===== src/rtl/wcd_pkg.sv =====
package wcd_pkg;
  localparam int CRC_W = 8;
  localparam logic [CRC_W-1:0] CRC_POLY = 8'h07;
  typedef logic [CRC_W-1:0] crc_t;

  // Checksum contribution of a single '1' placed at stream position pos
  // in a zero-initialised stream of total bits.
  function automatic crc_t unit_term(int pos, int total, crc_t poly);
    crc_t c;
    c = poly;
    for (int s = pos + 1; s < total; s++)
      c = {c[CRC_W-2:0], 1'b0} ^ (c[CRC_W-1] ? poly : '0);
    return c;
  endfunction

  // XOR of the contributions of all DQ lanes of one beat.
  function automatic crc_t lane_parity(int beat, int lanes, int total, crc_t poly);
    crc_t m;
    m = '0;
    for (int j = 0; j < lanes; j++)
      m ^= unit_term(beat * (lanes + 1) + j, total, poly);
    return m;
  endfunction
endpackage


===== src/rtl/wcd_dbi_decide.sv =====
module wcd_dbi_decide #(
  parameter int LANES = 8,
  parameter int BEATS = 8
) (
  input  logic [LANES*BEATS-1:0] raw,
  output logic [BEATS-1:0]       inv,
  output logic [LANES*BEATS-1:0] enc
);
  localparam int CNT_W = $clog2(LANES + 1);
  localparam int HALF  = LANES / 2;

  for (genvar k = 0; k < BEATS; k++) begin : g_beat
    logic [CNT_W-1:0] zeros;
    always_comb begin
      zeros = '0;
      for (int j = 0; j < LANES; j++)
        zeros += CNT_W'(!raw[k*LANES+j]);
    end
    assign inv[k] = (zeros > CNT_W'(HALF));
    assign enc[k*LANES +: LANES] = raw[k*LANES +: LANES] ^ {LANES{inv[k]}};
  end
endmodule


===== src/rtl/wcd_crc_base.sv =====
module wcd_crc_base
  import wcd_pkg::*;
#(
  parameter int LANES = 8,
  parameter int BEATS = 8
) (
  input  logic [LANES*BEATS-1:0] raw,
  output crc_t                   base
);
  localparam int TOTAL = BEATS * (LANES + 1);

  // Per-beat partial sums first, then the combine across beats; the
  // inversion lane is taken as 0, so it contributes nothing here.
  crc_t part [BEATS];

  for (genvar k = 0; k < BEATS; k++) begin : g_part
    always_comb begin
      part[k] = '0;
      for (int j = 0; j < LANES; j++)
        if (raw[k*LANES+j])
          part[k] ^= unit_term(k*(LANES+1)+j, TOTAL, CRC_POLY);
    end
  end

  always_comb begin
    base = '0;
    for (int k = 0; k < BEATS; k++)
      base ^= part[k];
  end
endmodule


===== src/rtl/wcd_crc_fix.sv =====
module wcd_crc_fix
  import wcd_pkg::*;
#(
  parameter int LANES = 8,
  parameter int BEATS = 8
) (
  input  crc_t             base,
  input  logic [BEATS-1:0] inv,
  output crc_t             fixed
);
  localparam int TOTAL = BEATS * (LANES + 1);

  crc_t term [BEATS];

  // An inverted beat flips the lane-parity bits. A passed beat drives its
  // active-low inversion lane high, which adds that lane's own contribution.
  for (genvar k = 0; k < BEATS; k++) begin : g_term
    localparam crc_t PAR_M = lane_parity(k, LANES, TOTAL, CRC_POLY);
    localparam crc_t DBI_M = unit_term(k*(LANES+1)+LANES, TOTAL, CRC_POLY);
    assign term[k] = inv[k] ? PAR_M : DBI_M;
  end

  always_comb begin
    fixed = base;
    for (int k = 0; k < BEATS; k++)
      fixed ^= term[k];
  end
endmodule


===== src/rtl/wcd_top.sv =====
module wcd_top
  import wcd_pkg::*;
#(
  parameter int LANES = 8,
  parameter int BEATS = 8
) (
  input  logic                   clk,
  input  logic                   rst,
  input  logic                   start,
  input  logic [LANES*BEATS-1:0] data_in,
  output logic [LANES*BEATS-1:0] enc_out,
  output logic [BEATS-1:0]       dbi_n_out,
  output logic [CRC_W-1:0]       crc_out,
  output logic                   valid
);
  logic [BEATS-1:0]       inv;
  logic [LANES*BEATS-1:0] enc;
  crc_t                   base;
  crc_t                   fixed;

  wcd_dbi_decide #(.LANES(LANES), .BEATS(BEATS)) u_dec (
    .raw (data_in),
    .inv (inv),
    .enc (enc)
  );

  wcd_crc_base #(.LANES(LANES), .BEATS(BEATS)) u_base (
    .raw  (data_in),
    .base (base)
  );

  wcd_crc_fix #(.LANES(LANES), .BEATS(BEATS)) u_fix (
    .base  (base),
    .inv   (inv),
    .fixed (fixed)
  );

  always_ff @(posedge clk) begin
    if (rst) begin
      enc_out   <= '0;
      dbi_n_out <= '0;
      crc_out   <= '0;
      valid     <= 1'b0;
    end else begin
      valid <= start;
      if (start) begin
        enc_out   <= enc;
        dbi_n_out <= ~inv;
        crc_out   <= fixed;
      end
    end
  end
endmodule


===== config.mk =====
export PLATFORM = sky130hd
export DESIGN_NAME = wcd_top
export DESIGN_NICKNAME = d
export VERILOG_FILES = /design/src/rtl/wcd_pkg.sv /design/src/rtl/wcd_dbi_decide.sv /design/src/rtl/wcd_crc_base.sv /design/src/rtl/wcd_crc_fix.sv /design/src/rtl/wcd_top.sv
export SDC_FILE = /design/constraint.sdc
export NUM_CORES = 1
export LEC_CHECK = 0
export BUFFER_PORTS_ARGS = -buffer_cell sky130_fd_sc_hd__buf_2
export CELL_PAD_IN_SITES_DETAIL_PLACEMENT = 1
export CELL_PAD_IN_SITES_GLOBAL_PLACEMENT = 1
export CORE_MARGIN = 3
export CORE_UTILIZATION = 39
export DETAILED_ROUTE_END_ITERATION = 7
export PLACE_DENSITY = 0.87
export REMOVE_ABC_BUFFERS = 1
export SYNTH_ARGS = -nofsm -noshare
export SYNTH_HDL_FRONTEND = slang
export SYNTH_HIERARCHICAL = 1
export SYNTH_SLANG_ARGS = --single-unit

===== constraint.sdc =====
create_clock -name clk -period 4.2 [get_ports clk]
set_clock_uncertainty 0.05 [all_clocks]
set_input_delay 0.21 -clock clk [delete_from_list [all_inputs] [get_ports clk]]
set_output_delay 0.21 -clock clk [all_outputs]
set_load 0.1 [all_outputs]

==> impl_metrics.py <==
metrics = {
    "run_status": {
        "outcome": "finished clean",
    },
    "place": {
        "placed_area_sq_um": 7730,
        "place_congestion": 0.877,
        "place_inst": 1002,
        "dpl.hpwl_microns": 15400,
        "dpl_worst_slack_ps": -170,
        "port_buffers": 147,
    },
    "sta": {
        "setup_ws_ps": 277,
        "maxSlewHeadroom": 0.443,
        "min_period_over_period": 0.934,
        "finalMaxSlewViolations": 0,
        "fmax_mhz": 255,
        "hold_violations": 0,
        "rsz0062_at_grt": "no",
        "worst_pin_slew_ps": 835,
        "finalCriticalPeriod_ps": 3920,
        "setup_viol_count_final": 0,
    },
    "min_path": {
        "min_path_type": "primary input to register",
        "min_to": "enc_out[45]$_SDFFE_PP0P_",
        "hp-start": "data_in[45]",
        "hold_depth": 4,
    },
    "final_layout": {
        "layout.cells.non_filler": 1017,
        "fillers": 1929,
        "post-route-util": 0.482,
        "final_area_sq_um": 8020,
        "layout_commonest_cell": "xnor2_1",
        "nets": 916,
        "layout-drive-gt1-share": 0.276,
        "area_growth_pct": 20.5,
        "diodes": 0,
        "mostFrequentLayoutCells": "171 x xnor2_1, 146 x buf_2, 88 x nor2_1",
    },
    "yosys": {
        "synth-compound-area-share": 0.0568,
        "synthMuxAreaShare": 0.108,
        "syn_area_sq_um": 6660,
        "netlist_instances": 624,
        "ys_warn_count": 6,
        "synth-seq-cells": 81,
        "synthAdderAreaFrac": 0.141,
        "synth-xor-area-share": 0.338,
        "synth_top_family_by_area": "XOR/XNOR gates",
        "syn_avg_cell_area_sq_um": 10.7,
        "seq_area_frac_synth": 0.244,
        "synth.distinct_cells": 27,
        "synthSimpleGateAreaFrac": 0.0506,
    },
    "detailed_routing": {
        "post-route-drc-count": 0,
        "vias": 4830,
        "drtPass1Iterations": 4,
        "drt_iter0_markers": 124,
        "via_per_inst": 4.75,
        "routed_wl_microns": 18800,
        "detail_route.wl_per_cell_microns": 18.5,
        "ant_nets": 0,
    },
    "power": {
        "power.density_nw_per_um2": 825,
        "p_leak_nw": 3.95,
        "vdd_drop_max_mv": 0.346,
    },
    "critical_path": {
        "crit_top_cell": "fa_1",
        "reg2reg_slack_ps": 3440,
        "cp.arrival_ps": 4080,
        "endpoint_kind": "register",
        "crit_path_top_delay_cell": "fa_1",
        "critPathMaxFanout": 4,
        "slowest_delay_ps": 540,
        "required_ps": 4350,
        "path_class": "primary input to register",
        "timing.rr.start": "enc_out[59]$_SDFFE_PP0P_",
        "start_kind": "primary input",
        "r2r_cells": 2,
        "crit_chain": "buf_2, fa_1, inv_1, fa_1, fa_1, ha_1, fa_1, xnor2_1, a2bb2oi_4, inv_1, xnor2_1, buf_4, xnor3_1, mux2i_1, nor2_1",
        "path_buf_inv": 4,
        "crit_family": "adder cells",
        "r2r-end": "enc_out[59]$_SDFFE_PP0P_",
    },
    "floorplan": {
        "row_count": 47,
        "die_width_microns": 137,
        "die_h_microns": 137,
        "die_area_sq_um": 18700,
        "io_pins": 148,
        "initial_core_util": 0.400,
        "coreArea_sq_um": 16600,
    },
    "clock_network": {
        "cts-hold-fix-buffers": 0,
        "clockBufferDepth": 2,
        "cts_buffers": 9,
        "htreeDepth": 3,
        "cts_tree": "yes",
        "clkTransAtPathRegs_ps": 60,
        "cts.sinks": 81,
        "clk_latency_ps": 340,
        "post_cts_buffers": 0,
        "cts_root_buffer": "clkbuf_16",
        "cts_resized": 0,
    },
    "grt": {
        "antenna_found_initial": 1,
        "grt_usage": 0.209,
        "grt_max_degree": 46,
        "grt_pass1_wl_microns": 29700,
        "grt.overflow.total": 0,
        "grt_pass1_vias": 5376,
    },
    "flow_run": {
        "maxCapViolCount": 0,
    },
}
## kinds of logic after synthesis
kind of cell               Yosys count
DFF                                 81
adders and majority gates           56
xor gates and xnor gates           218
muxes                               72
AOI/OAI and AO/OA                   24
buffers and inverters               84
and+or+nand+nor                     89
## metrics by stage
stage	total power [mW]	hold slack [ps]	TNS, ps
finish	6.61	234	0
global route	6.97	271	0
CTS	6.66	235	0
detailed placement	5.86	427	-391
global placement	5.64	416	0
floorplan	4.87	225	0
## where the power goes
group | internal (mW) | switching, mW
logic | 1.84 | 2.94
registers | 0.968 | 0.0993
clock network | 0.454 | 0.308
## area by class of cell
| class | count | area, sq um | share of cell area |
|---|---|---|---|
| clock inverters | 4 | 45.0 | 0.00562 |
| flip-flops and latches | 81 | 1620 | 0.202 |
| inverters | 64 | 240 | 0.0300 |
| clock buffers | 11 | 233 | 0.0290 |
| multi-input cells | 459 | 4630 | 0.578 |
| well taps | 220 | 275 | 0.0343 |
| repair buffers | 178 | 971 | 0.121 |
## Yosys cell counts
master       n  area share
xnor3_4      2      0.0079
a211oi_2     8       0.015
xor3_1       1      0.0036
buf_4        1      0.0011
xnor2_1    172        0.23
nor2_1      88       0.050
mux2i_1     72        0.11
clkbuf_2     1     0.00075
xor2_4       1      0.0041
xnor2_2      1      0.0024
a21o_2       6      0.0079
buf_6        8       0.014
inv_1       64       0.036
ha_1        24       0.045
xnor3_1     17       0.058
clkbuf_1     4      0.0023
buf_1        3      0.0017
a21o_1       2      0.0023
xor2_1      22       0.029
buf_12       1      0.0030
dfxtp_1     81        0.24
xnor3_2      2      0.0071
nor2b_1      1     0.00094
fa_1        32       0.096
buf_2        1     0.00075
a2bb2oi_4    8       0.032
buf_8        1      0.0023
## flip-flops by register name, summed over array words and instances (netlist names)
| name | flops |
|---|---|
| crc_out | 8 |
| dbi_n_out | 8 |
| enc_out | 64 |
| valid | 1 |
## routing by layer
layer,up-vias,global-route usage,wire length [microns]
met2,123,0.364,9380
met5,-,0,12
met4,2,0.0610,412
met3,26,0.0489,950
li1,2306,-,-
met1,2373,0.256,8080
## tightest hold or removal path, stage by stage
cell	delay (ps)
buf_2	120
xnor2_1	120
mux2i_1	60
nor2_1	70
## how the worst max path moves through the flow
stage / slack, ps / end / depth (start not counted) / from
after global routing: 100 / crc_out[5]$_SDFFE_PP0P_ / 15 / data_in[60]
final: 280 / crc_out[5]$_SDFFE_PP0P_ / 15 / data_in[60]
after CTS: 180 / crc_out[1]$_SDFFE_PP0P_ / 14 / data_in[8]
after detailed placement: -170 / crc_out[1]$_SDFFE_PP0P_ / 14 / data_in[8]
after global placement: 40 / crc_out[7]$_SDFFE_PP0P_ / 14 / data_in[8]
after floorplan: 10 / crc_out[5]$_SDFFE_PP0P_ / 13 / data_in[54]
(Power assumes the default switching activity.)
